$ cat src/rtl/rp_pwrup_pkg.sv
// Shared types for the root port power-up sequencer.
// Assumes the state encoding is ordered: pins that stay on run from
// the state that turns them on through ST_DONE.
package rp_pwrup_pkg;

    typedef enum logic [3:0] {
        ST_IDLE   = 4'd0,
        ST_CLKON  = 4'd1,
        ST_PWR    = 4'd2,
        ST_IFCREL = 4'd3,
        ST_REFCLK = 4'd4,
        ST_PHYREL = 4'd5,
        ST_CORREL = 4'd6,
        ST_PORREL = 4'd7,
        ST_BUSREL = 4'd8,
        ST_ACQ    = 4'd9,
        ST_EPREL  = 4'd10,
        ST_POLL   = 4'd11,
        ST_DONE   = 4'd12,
        ST_FAIL   = 4'd13
    } seq_st_t;

    typedef struct packed {
        logic ep_rst_n;
        logic pwr_en;
        logic clk_en;
        logic refclk_en;
        logic ifc_rst;
        logic phy_rst;
        logic core_rst;
        logic por_rst;
        logic bus_rst;
        logic train_en;
        logic done;
        logic fail;
    } pins_t;

    // True when state s lies between lo and the success state
    function automatic logic in_span(seq_st_t s, seq_st_t lo);
        return (s >= lo) && (s <= ST_DONE);
    endfunction

    // Pin levels that belong to a state
    function automatic pins_t decode(seq_st_t s);
        pins_t p;
        p.clk_en    = in_span(s, ST_CLKON);
        p.pwr_en    = in_span(s, ST_PWR);
        p.ifc_rst   = !in_span(s, ST_IFCREL);
        p.refclk_en = in_span(s, ST_REFCLK);
        p.phy_rst   = !in_span(s, ST_PHYREL);
        p.core_rst  = !in_span(s, ST_CORREL);
        p.por_rst   = !in_span(s, ST_PORREL);
        p.bus_rst   = !in_span(s, ST_BUSREL);
        p.ep_rst_n  = in_span(s, ST_EPREL);
        p.train_en  = in_span(s, ST_EPREL);
        p.done      = (s == ST_DONE);
        p.fail      = (s == ST_FAIL);
        return p;
    endfunction

endpackage

$ cat src/rtl/rp_delay_timer.sv
// Down-counter for settle waits.
// Assumes load takes priority; zero stays high once the count reaches 0.
module rp_delay_timer #(
    parameter int W = 8
) (
    input  logic         clk,
    input  logic         rst_n,
    input  logic         load,
    input  logic [W-1:0] load_val,
    output logic         zero
);
    logic [W-1:0] cnt_q;

    // Load a new wait length or count down to zero
    always_ff @(posedge clk) begin
        if (!rst_n)
            cnt_q <= '0;
        else if (load)
            cnt_q <= load_val;
        else if (cnt_q != '0)
            cnt_q <= cnt_q - 1'b1;
    end

    assign zero = (cnt_q == '0);
endmodule

$ cat src/rtl/rp_poll_counter.sv
// Counts failed link-up samples.
// Assumes LIMIT >= 1; last flags that the next sample is the final one.
module rp_poll_counter #(
    parameter int LIMIT = 10
) (
    input  logic clk,
    input  logic rst_n,
    input  logic clear,
    input  logic bump,
    output logic last
);
    localparam int CW = $clog2(LIMIT + 1);

    logic [CW-1:0] cnt_q;

    // Restart at the window entry, step on each low sample
    always_ff @(posedge clk) begin
        if (!rst_n || clear)
            cnt_q <= '0;
        else if (bump)
            cnt_q <= cnt_q + 1'b1;
    end

    assign last = (cnt_q == CW'(LIMIT - 1));
endmodule

$ cat src/rtl/rp_pwrup_outreg.sv
// Registers the pin vector so every output leaves a flop.
// Assumes its input is the decoded next state; reset loads the idle pins.
module rp_pwrup_outreg
    import rp_pwrup_pkg::*;
(
    input  logic  clk,
    input  logic  rst_n,
    input  pins_t pins_d,
    output pins_t pins_q
);
    // Capture the decoded pins, with safe levels under reset
    always_ff @(posedge clk) begin
        if (!rst_n)
            pins_q <= decode(ST_IDLE);
        else
            pins_q <= pins_d;
    end
endmodule

$ cat src/rtl/rp_pwrup_seq.sv
// Root port power-up reset sequencer (top).
// Assumes every derived wait is at least one cycle and that link_up is
// already synchronous to clk.
module rp_pwrup_seq
    import rp_pwrup_pkg::*;
#(
    parameter int unsigned CLK_HZ   = 100_000_000,
    parameter int unsigned PWR_US   = 3000,
    parameter int unsigned IFC_US   = 1,
    parameter int unsigned ACQ_US   = 150,
    parameter int unsigned POLL_US  = 10000,
    parameter int unsigned POLL_MAX = 10
) (
    input  logic clk,
    input  logic rst_n,
    input  logic start,
    input  logic link_up,
    output logic ep_rst_n,
    output logic pwr_en,
    output logic clk_en,
    output logic refclk_en,
    output logic ifc_rst,
    output logic phy_rst,
    output logic core_rst,
    output logic por_rst,
    output logic bus_rst,
    output logic train_en,
    output logic done,
    output logic fail
);
    localparam int unsigned CYC_PER_US = CLK_HZ / 1_000_000;
    localparam int unsigned PWR_CYC    = PWR_US * CYC_PER_US;
    localparam int unsigned IFC_CYC    = IFC_US * CYC_PER_US;
    localparam int unsigned ACQ_CYC    = ACQ_US * CYC_PER_US;
    localparam int unsigned POLL_CYC   = POLL_US * CYC_PER_US;
    localparam int unsigned MAX_A      = (PWR_CYC > IFC_CYC) ? PWR_CYC : IFC_CYC;
    localparam int unsigned MAX_B      = (ACQ_CYC > POLL_CYC) ? ACQ_CYC : POLL_CYC;
    localparam int unsigned MAX_CYC    = (MAX_A > MAX_B) ? MAX_A : MAX_B;
    localparam int          TW         = $clog2(MAX_CYC + 1);

    seq_st_t       st_q, st_d;
    logic          tmr_load, tmr_zero;
    logic [TW-1:0] tmr_val;
    logic          poll_clear, poll_bump, poll_last;
    logic          sample_now;
    pins_t         pins_q;

    assign sample_now = (st_q == ST_POLL) && tmr_zero;

    // Next-state walk through the release order
    always_comb begin
        st_d = st_q;
        unique case (st_q)
            ST_IDLE, ST_DONE, ST_FAIL: if (start) st_d = ST_CLKON;
            ST_CLKON:  st_d = ST_PWR;
            ST_PWR:    if (tmr_zero) st_d = ST_IFCREL;
            ST_IFCREL: if (tmr_zero) st_d = ST_REFCLK;
            ST_REFCLK: st_d = ST_PHYREL;
            ST_PHYREL: st_d = ST_CORREL;
            ST_CORREL: st_d = ST_PORREL;
            ST_PORREL: st_d = ST_BUSREL;
            ST_BUSREL: st_d = ST_ACQ;
            ST_ACQ:    if (tmr_zero) st_d = ST_EPREL;
            ST_EPREL:  st_d = ST_POLL;
            ST_POLL: begin
                if (sample_now) begin
                    if (link_up)        st_d = ST_DONE;
                    else if (poll_last) st_d = ST_FAIL;
                end
            end
            default:   st_d = ST_IDLE;
        endcase
    end

    // Wait length for the state being entered
    always_comb begin
        unique case (st_d)
            ST_PWR:    tmr_val = TW'(PWR_CYC - 1);
            ST_IFCREL: tmr_val = TW'(IFC_CYC - 1);
            ST_ACQ:    tmr_val = TW'(ACQ_CYC - 1);
            ST_POLL:   tmr_val = TW'(POLL_CYC - 1);
            default:   tmr_val = '0;
        endcase
    end

    assign tmr_load   = (st_d != st_q) || (sample_now && st_d == ST_POLL);
    assign poll_clear = (st_d == ST_POLL) && (st_q != ST_POLL);
    assign poll_bump  = sample_now && !link_up;

    // State register
    always_ff @(posedge clk) begin
        if (!rst_n)
            st_q <= ST_IDLE;
        else
            st_q <= st_d;
    end

    rp_delay_timer #(.W(TW)) u_timer (
        .clk      (clk),
        .rst_n    (rst_n),
        .load     (tmr_load),
        .load_val (tmr_val),
        .zero     (tmr_zero)
    );

    rp_poll_counter #(.LIMIT(POLL_MAX)) u_poll (
        .clk   (clk),
        .rst_n (rst_n),
        .clear (poll_clear),
        .bump  (poll_bump),
        .last  (poll_last)
    );

    rp_pwrup_outreg u_out (
        .clk    (clk),
        .rst_n  (rst_n),
        .pins_d (decode(st_d)),
        .pins_q (pins_q)
    );

    assign ep_rst_n  = pins_q.ep_rst_n;
    assign pwr_en    = pins_q.pwr_en;
    assign clk_en    = pins_q.clk_en;
    assign refclk_en = pins_q.refclk_en;
    assign ifc_rst   = pins_q.ifc_rst;
    assign phy_rst   = pins_q.phy_rst;
    assign core_rst  = pins_q.core_rst;
    assign por_rst   = pins_q.por_rst;
    assign bus_rst   = pins_q.bus_rst;
    assign train_en  = pins_q.train_en;
    assign done      = pins_q.done;
    assign fail      = pins_q.fail;
endmodule

$ cat config.mk
export PLATFORM = sky130hd
export DESIGN_NAME = rp_pwrup_seq
export DESIGN_NICKNAME = d
export VERILOG_FILES = /design/src/rtl/rp_pwrup_pkg.sv /design/src/rtl/rp_delay_timer.sv /design/src/rtl/rp_poll_counter.sv /design/src/rtl/rp_pwrup_outreg.sv /design/src/rtl/rp_pwrup_seq.sv
export SDC_FILE = /design/constraint.sdc
export NUM_CORES = 1
export LEC_CHECK = 0
export ABC_AREA = 1
export CAP_MARGIN = 20
export CORE_ASPECT_RATIO = 1.2
export CORE_UTILIZATION = 35
export CTS_BUF_LIST = sky130_fd_sc_hd__clkbuf_8
export CTS_CLUSTER_DIAMETER = 120
export DETAILED_ROUTE_END_ITERATION = 12
export HOLD_SLACK_MARGIN = 0.1
export MAX_ROUTING_LAYER = met4
export PLACE_DENSITY = 0.63
export SYNTH_ARGS = -nofsm -noshare
export SYNTH_HDL_FRONTEND = slang
export SYNTH_SLANG_ARGS = --single-unit
$ cat constraint.sdc
create_clock -name clk -period 2.4 [get_ports clk]
set_clock_uncertainty 0.2 [all_clocks]
set_input_delay 0.36 -clock clk [delete_from_list [all_inputs] [get_ports clk]]
set_output_delay 0.36 -clock clk [all_outputs]
set_load 0.01 [all_outputs]
# == Word-level counts from Yosys, hierarchy flattened ==
# Cells that the tools add are included.
# word_totals
regBits,39
inputBits,4
output_inout_bits,12
wordCells,86
# classes
addsub,2
order_cmp,10
n_eq_ne,22
mux,11
n_reduce_logical,27
# op_table
operator,count
$pmux 20 s4,1
$pmux 4 s12,1
$eq 4x4->1 const B,11
$mux 20,2
$mux 4,7
$logic_not 20->1,1
$reduce_bool 20->1,1
$sub 20x1->20 const B,1
$eq 4x2->1 const B,4
$eq 4x3->1 const B,4
$ge 4x3->1 const B,4
$logic_and 1x1->1,13
$ge 4x2->1 const B,2
$ge 4x4->1 const B,2
$logic_not 1->1,7
$add 4x1->4 const B,1
$eq 4x1->1 const B,1
$ge 4x1->1 const B,1
$le 4x4->1 const B,1
$logic_not 4->1,1
$ne 4x4->1,1
$ne 4x4->1 const B,1
$reduce_or 3->1,1
$logic_or 1x1->1,2
$reduce_bool 2->1,1

# == Depth between registers and ports, before layout ==
# Gate-level depths: netlist of the first run.
# depth
depth_word,9
ltp_mapped,16

# == By module ==
# Synthesis of the first run repeated with hierarchy kept, for this count alone.
# unflattened
cells_unflattened,378
hier_area_um2,2477.4
# by_module_without_submodules
mod,instances,cells_per_inst,area_per_inst_um2,seq_area_each_um2
rp_delay_timer,1,193,1263.7,400.4
rp_pwrup_seq,1,121,678.2,80.1
rp_pwrup_outreg,1,37,341.6,240.2
rp_poll_counter,1,27,193.9,80.1

# == Worst setup path after synthesis of the first run ==
# No wires, ideal clock.
# synth_timing
path_kind,reg2reg
from,register u_timer.cnt_q[0]
to,register u_timer.cnt_q[14]
setup_time_ns,0.122
arrival_time_ns,1.853
setup_slack_ns,0.225
stages_incl_launch_ff,15
period_less_slack_ns,2.175
path_cell_list,dfxtp_1 -> inv_1 -> ha_1 -> nand2_4 -> nor2_8 -> nand3_4 -> nand2_2 -> nand3_4 -> nand2_2 -> nand2_2 -> nor2_4 -> nand3_4 -> nand2_4 -> buf_6 -> a21oi_2
# synth_between
elab_chain_cells,8
elab_cells_between_ends,20
classes_between,add/sub: 1; eq/ne: 5; mux: 8; reduce/logical: 6
# synth_rtl
element,line_no,text
"start, declared",rp_delay_timer.sv:12,logic [W-1:0] cnt_q;
"start signal, assigned",rp_delay_timer.sv:19,cnt_q <= load_val;
"start signal, assigned",rp_delay_timer.sv:21,cnt_q <= cnt_q - 1'b1;
"parallel branches: the longest is 8 deep, another holds $logic_not 20->1",--,
# Several ways; the timed one is not identified. The select of a mux whose other input is x is not followed.
# A chain may end at the register's enable or synchronous reset.

# == Worst setup path in the final report of the first run ==
# layout_timing
from,register u_timer.cnt_q[0]
to,register u_timer.cnt_q[3]
# The elaborated chain is that of the path after synthesis.

==> results of run 1 <==
## critical path: stages (launching register included)
cell	delay (ns)
dfxtp_2	0.34
inv_1	0.07
ha_2	0.20
nand2_4	0.09
nor2_8	0.15
nand3_4	0.15
nand2_2	0.12
nand3_4	0.08
nand2_2	0.07
nand2_2	0.06
nor2_4	0.15
buf_4	0.19
nand3_2	0.07
nand2_1	0.07
nand2_1	0.04
nor2_1	0.09
## state kept, by name, indices dropped and copies added (netlist names)
register,cells
st_q,4
u_out.pins_q,11
u_poll.cnt_q,4
u_timer.cnt_q,20
## cell families (layout without fill, tap and decap cells)
| group | count (synthesis) | after routing | synth area share (%) |
|---|---|---|---|
| flip-flops | 39 | 39 | 32.93 |
| XOR/XNOR | 19 | 19 | 7.018 |
| adder cells (fa/ha/maj) | 3 | 3 | 1.583 |
| buffers and inverters | 44 | 78 | 8.179 |
| AND/OR/NAND/NOR | 187 | 187 | 39.95 |
| AO/OA/AOI/OAI | 36 | 36 | 10.34 |
## cells in the final DEF, fill, tap and decap left out, types with 2 or more instances in the layout
cell	instances
xor2_1	14
o211ai_1	8
o21ai_0	5
inv_1	31
nor2_4	6
a21oi_2	11
nand4_1	7
ha_1	2
nand3_1	24
nand2_2	11
inv_2	6
dfxtp_1	38
or2_2	4
clkdlybuf4s50_1	15
a21oi_1	9
nand2_4	3
buf_4	17
nor2_2	3
nand2_1	68
nor3_1	4
nand3_4	3
clkbuf_8	5
xnor2_1	5
nor2_1	47
nand3_2	3
## timing repair
action,CTS,global route
endpoints found under the setup margin,0,22
gates resized for setup,0,7
hold buffers,0,0
buffers inserted,0,2
## area by class of cell
cell class	count	area, sq um
inverters	37	138.9
fillers	695	3672
flip-flops and latches	39	782.0
repair buffers	33	292.8
clock inverters	3	16.27
clock buffers	5	68.82
well taps	85	106.4
multi-input cells	245	1409
## power groups by stage
stage | Sequential (mW) | Combinational, mW | Clock, mW
after detailed placement | 0.940 | 2.10 | 0
after CTS | 0.925 | 2.12 | 0.456
final | 0.930 | 2.18 | 0.441
after global placement | 0.942 | 2.10 | 0
after global routing | 0.948 | 2.47 | 0.474
after floorplan | 0.919 | 1.65 | 0
## worst max path at each step
stage                            from                end  slack (ns)  depth (start not counted)
finish               u_timer.cnt_q[0]   u_timer.cnt_q[3]        0.19                         15
global route        u_timer.cnt_q[10]    u_out.pins_q[4]      -0.001                         12
CTS                  u_timer.cnt_q[0]  u_timer.cnt_q[13]        0.05                         15
detailed placement              start  u_timer.cnt_q[13]       -0.09                         14
global placement                start  u_timer.cnt_q[13]       -0.03                         14
floorplan            u_timer.cnt_q[0]  u_timer.cnt_q[14]        0.23                         14
## layer usage
| metal | wire, microns | vias up | part of all wire [%] |
|---|---|---|---|
| met5 | 0 | - | 0 |
| met4 | 138 | 0 | 2.5 |
| met3 | 161 | 10 | 3.0 |
| met2 | 2691 | 32 | 50 |
| met1 | 2437 | 950 | 45 |
| li1 | - | 1117 | - |
## stage by stage
stage                      TNS [ns]  power (mW)  std cells  hold slack, ns  setup WS, ns
final                             0       3.548        447          0.2988        0.1866
after global routing      -0.001345       3.890        447          0.3235     -0.001345
after CTS                         0       3.499        445          0.2964       0.05175
after detailed placement    -0.3249       3.043        437          0.2808      -0.08648
after global placement     -0.03198       3.041        437          0.2635      -0.03011
after floorplan                   0       2.569        328          0.2540        0.2254
==> impl_metrics.py, run 1 <==
metrics = {
    "status": {
        "outcome": "completed",
    },
    "global_route": {
        "busiest_layer": "met2",
        "grt_first_pass_wirelength_mm": 9.363,
        "antenna_found_initial": 0,
        "use_met2_pct": 28.32,
        "first_global_vias": 2049,
        "overflow": 0,
        "grt_max_degree": 21,
        "use_met1_pct": 19.96,
        "grt_usage_pct": 17.11,
        "use_met3_pct": 3.582,
    },
    "logic_synthesis": {
        "postSynth.asyncResetShare_pct": 0,
        "synthTopCellsByCount": "nand2_1 (69), nor2_1 (48), dfxtp_1 (39), inv_1 (30), nand3_1 (24)",
        "synthesis.area_sq_um": 2371,
        "seq_area_frac_synth_pct": 32.93,
        "yosysMostFrequentCell": "nand2_1",
        "yosysTopAreaCellShare_pct": 32.93,
        "synthFlopType": "dfxtp_1",
        "synth_cell_type_count": 34,
        "syn_nets": 335,
        "synth_enable_flop_cells": 0,
        "syn-instance-count": 328,
        "ys_top_cells_by_area": "dfxtp_1 (33%), nand2_1 (11%), nor2_1 (7.6%)",
        "avgSynthCellArea_sq_um": 7.229,
        "ys_seq_elements": 39,
        "yosysWarningCount": 0,
        "yosys.area.top_type": "dfxtp_1",
    },
    "detailed_routing": {
        "vias_per_cell": 4.718,
        "num_vias": 2109,
        "routed_wirelength_mm": 5.428,
        "wl_per_cell_microns": 12.14,
        "final_antenna_net_count": 0,
        "drt_iter0_markers": 81,
        "drt_first_pass_iters": 4,
        "drcViolationCount": 0,
    },
    "min_path": {
        "min_path_cells": 2,
        "hp-class": "register to register",
        "hold_path.startpoint": "u_poll.cnt_q[3]",
        "whs_endpoint": "u_poll.cnt_q[3]",
    },
    "timing": {
        "min_period_over_period_pct": 92.23,
        "drv_slew": 0,
        "tightest_slew_ns": 0.3841,
        "layout_min_cycle_time_ns": 2.213,
        "setup_viol_count_final": 0,
        "slew_headroom_pct": 74.30,
        "finalHoldViolations": 0,
        "max_clock_freq_mhz": 451.8,
    },
    "clocking": {
        "cts_htree_levels": 2,
        "cts.sinks": 39,
        "cts_tree": "done",
        "clockRootBuffer": "clkbuf_8",
        "cts_buffer_depth": 2,
        "clkLatencyLatePin_ns": 0.30,
        "clkTransAtPathRegs_ns": 0.08,
        "numCtsBuffers": 5,
    },
    "critical_path": {
        "reg2reg_depth": 15,
        "r2r_slack_ns": 0.19,
        "path_class": "register to register",
        "rr_startpoint": "u_timer.cnt_q[0]",
        "cp_data_required_time_ns": 2.44,
        "cp_max_fo": 8,
        "r2r_end": "u_timer.cnt_q[3]",
        "crit_path_start_kind": "register",
        "cp.arrival_ns": 2.25,
        "end_kind": "register",
    },
    "place": {
        "routabilityCongestion": 0.8862,
        "place_hpwl_mm": 4.272,
        "io_buffers": 15,
        "place_area_sq_um": 2693,
    },
    "pwr": {
        "power_density_nw_per_um2": 1261,
        "power_frac_clock_pct": 12.4,
        "pwr-share-comb_pct": 61.4,
        "leakage_nw": 1.250,
        "sw_frac_of_total_pct": 46.30,
        "p_seq_share_pct": 26.2,
        "p_int_mw": 1.905,
        "p_sw_mw": 1.643,
        "ir_worst_vdd_uv": 426.9,
    },
    "floorplanning": {
        "die_x_microns": 77.14,
        "die_h_microns": 92.16,
        "pin_count": 16,
        "dieArea_sq_um": 7109,
        "start_util_pct": 36.55,
        "rows": 32,
        "core_area_sq_um": 6486,
    },
    "layout": {
        "final_core_util_pct": 43.38,
        "drive_gt1_share_pct": 21.82,
        "n_antenna_cell": 0,
        "num-nets-final": 368,
        "finalInstanceArea_sq_um": 2814,
        "layout-area-overhead-vs-synth_pct": 18.68,
    },
    "job": {
        "maxCapViolCount": 0,
    },
}
Note: power is estimated with default switching activity, not from simulation.
==> run 2, diff against run 1 <==
GPL_ROUTABILITY_DRIVEN = 0   (was default)
==> results of run 2 <==
No change in the layout: final DEF, timing and power equal those of run 1.
==> run 3, diff against run 2 <==
CTS_BUF_LIST = default   (was sky130_fd_sc_hd__clkbuf_8)
==> impl_metrics.py, run 3 (synthesis gave the netlist of run 1 again) <==
metrics = {
    "detailed_routing": {
        "vias_per_cell": 4.718,
        "num_vias": 2109,
        "routed_wirelength_mm": 5.429,
        "wl_per_cell_microns": 12.15,
        "final_antenna_net_count": 0,
        "drt_iter0_markers": 81,
        "drcViolationCount": 0,
        "drt_first_pass_iters": 4,
    },
    "floorplanning": {
        "core_area_sq_um": 6486,
        "rows": 32,
        "pin_count": 16,
        "dieArea_sq_um": 7109,
        "die_x_microns": 77.14,
        "start_util_pct": 36.55,
        "die_h_microns": 92.16,
    },
    "critical_path": {
        "crit_family": "simple AND/OR/NAND/NOR gates",
        "path_cells": "inv_1, ha_2, nand2_4, nor2_8, nand3_4, nand2_2, nand3_4, nand2_2, nand2_2, nor2_4, buf_4, nand3_2, nand2_1, nand2_1, nor2_1",
        "crit_path_start_kind": "register",
        "cpPeakStageDelay_ns": 0.34,
        "cp_data_required_time_ns": 2.44,
        "path_buf_inv": 2,
        "path_class": "register to register",
        "crit_top_cell": "nand2_2",
        "end_kind": "register",
        "cp_max_fo": 8,
        "slowest_stage": "dfxtp_2",
        "cp.arrival_ns": 2.25,
    },
    "layout": {
        "top_register": "u_timer.cnt_q",
        "fillers": 695,
        "layout-area-overhead-vs-synth_pct": 18.68,
        "final_cell_mix": "nand2_1 (68), nor2_1 (47), dfxtp_1 (38)",
        "largest_register_ffs": 20,
        "top_regs": "u_timer.cnt_q (20), u_out.pins_q (11)",
        "final_common_cell": "nand2_1",
        "final_core_util_pct": 43.38,
        "n_antenna_cell": 0,
        "num-nets-final": 368,
        "drive_gt1_share_pct": 21.82,
    },
    "global_route": {
        "first_global_vias": 2049,
        "busiest_layer": "met2",
        "grt_first_pass_wirelength_mm": 9.363,
        "grt_usage_pct": 17.11,
        "grt_max_degree": 21,
        "use_met2_pct": 28.32,
        "antenna_found_initial": 0,
        "use_met1_pct": 19.96,
        "overflow": 0,
        "use_met3_pct": 3.582,
    },
    "timing": {
        "hold_ws_ns": 0.2988,
        "drv_slew": 0,
        "max_clock_freq_mhz": 451.8,
        "tightest_slew_ns": 0.3841,
        "slew_headroom_pct": 74.30,
        "layout_min_cycle_time_ns": 2.213,
        "finalHoldViolations": 0,
        "min_period_over_period_pct": 92.23,
        "setup_viol_count_final": 0,
    },
    "clocking": {
        "clockRootBuffer": "clkbuf_8",
        "cts_buffer_depth": 2,
        "cts.sinks": 39,
        "cts_tree": "done",
        "cts_hold_buf": 0,
        "cts_htree_levels": 2,
        "clkTransAtPathRegs_ns": 0.08,
        "numCtsBuffers": 5,
        "clkLatencyLatePin_ns": 0.30,
    },
    "min_path": {
        "hp-class": "register to register",
    },
    "status": {
        "outcome": "completed",
    },
    "pwr": {
        "ir_worst_vdd_uv": 426.9,
        "leakage_nw": 1.246,
        "power_density_nw_per_um2": 1262,
    },
    "place": {
        "io_buffers": 15,
        "place_hpwl_mm": 4.272,
    },
    "job": {
        "maxCapViolCount": 0,
    },
}
-- run 3: final timing paths --
path / start / endpoint / slack (ns) / cells after the start
max reg2reg: u_timer.cnt_q[0] / u_timer.cnt_q[3] / 0.19 / 15
min: u_poll.cnt_q[3] / u_poll.cnt_q[3] / 0.30 / 2
max: u_timer.cnt_q[0] / u_timer.cnt_q[3] / 0.19 / 15
min reg2reg: u_poll.cnt_q[3] / u_poll.cnt_q[3] / 0.30 / 2
-- run 3: power breakdown --
group | internal, mW | switching, mW
clock network | 0.203 | 0.242
registers | 0.801 | 0.129
logic | 0.905 | 1.27
total | 1.91 | 1.64
-- run 3: area by class of cell --
class	count	area (sq um)	area share, %
clock inverters	2	12.51	0.4446
well taps	85	106.4	3.779
repair buffers	33	292.8	10.40
inverters	37	138.9	4.936
multi-input cells	245	1409	50.07
flip-flops and latches	39	782.0	27.79
clock buffers	6	72.57	2.579
-- run 3: layer usage --
| metal | share of wire (%) | up-vias |
|---|---|---|
| li1 | - | 1117 |
| met3 | 3.0 | 10 |
| met4 | 2.5 | 0 |
| met2 | 50 | 32 |
| met1 | 45 | 950 |
| met5 | 0 | - |
-- run 3: through the flow --
step	total power, mW	setup TNS, ns	worst slack (ns)	instances	cell area (sq um)
after floorplan	2.569	0	0.2254	328	2371
after global placement	3.041	-0.03198	-0.03011	437	2693
after detailed placement	3.043	-0.3249	-0.08648	437	2693
after CTS	3.503	0	0.05213	445	2778
after global routing	3.894	-0.0009228	-0.0009228	447	2814
final	3.552	0	0.1866	447	2814
-- run 3: timing repair --
action,in CTS,in global routing
setup buffers,0,2
setup endpoints to repair,0,22
gates resized for setup,0,7
-- run 3: worst min-delay path, cell delays in order, from the launching register on --
cell     delay, ns
dfxtp_1       0.33
nand2_1       0.07
a21oi_1       0.06
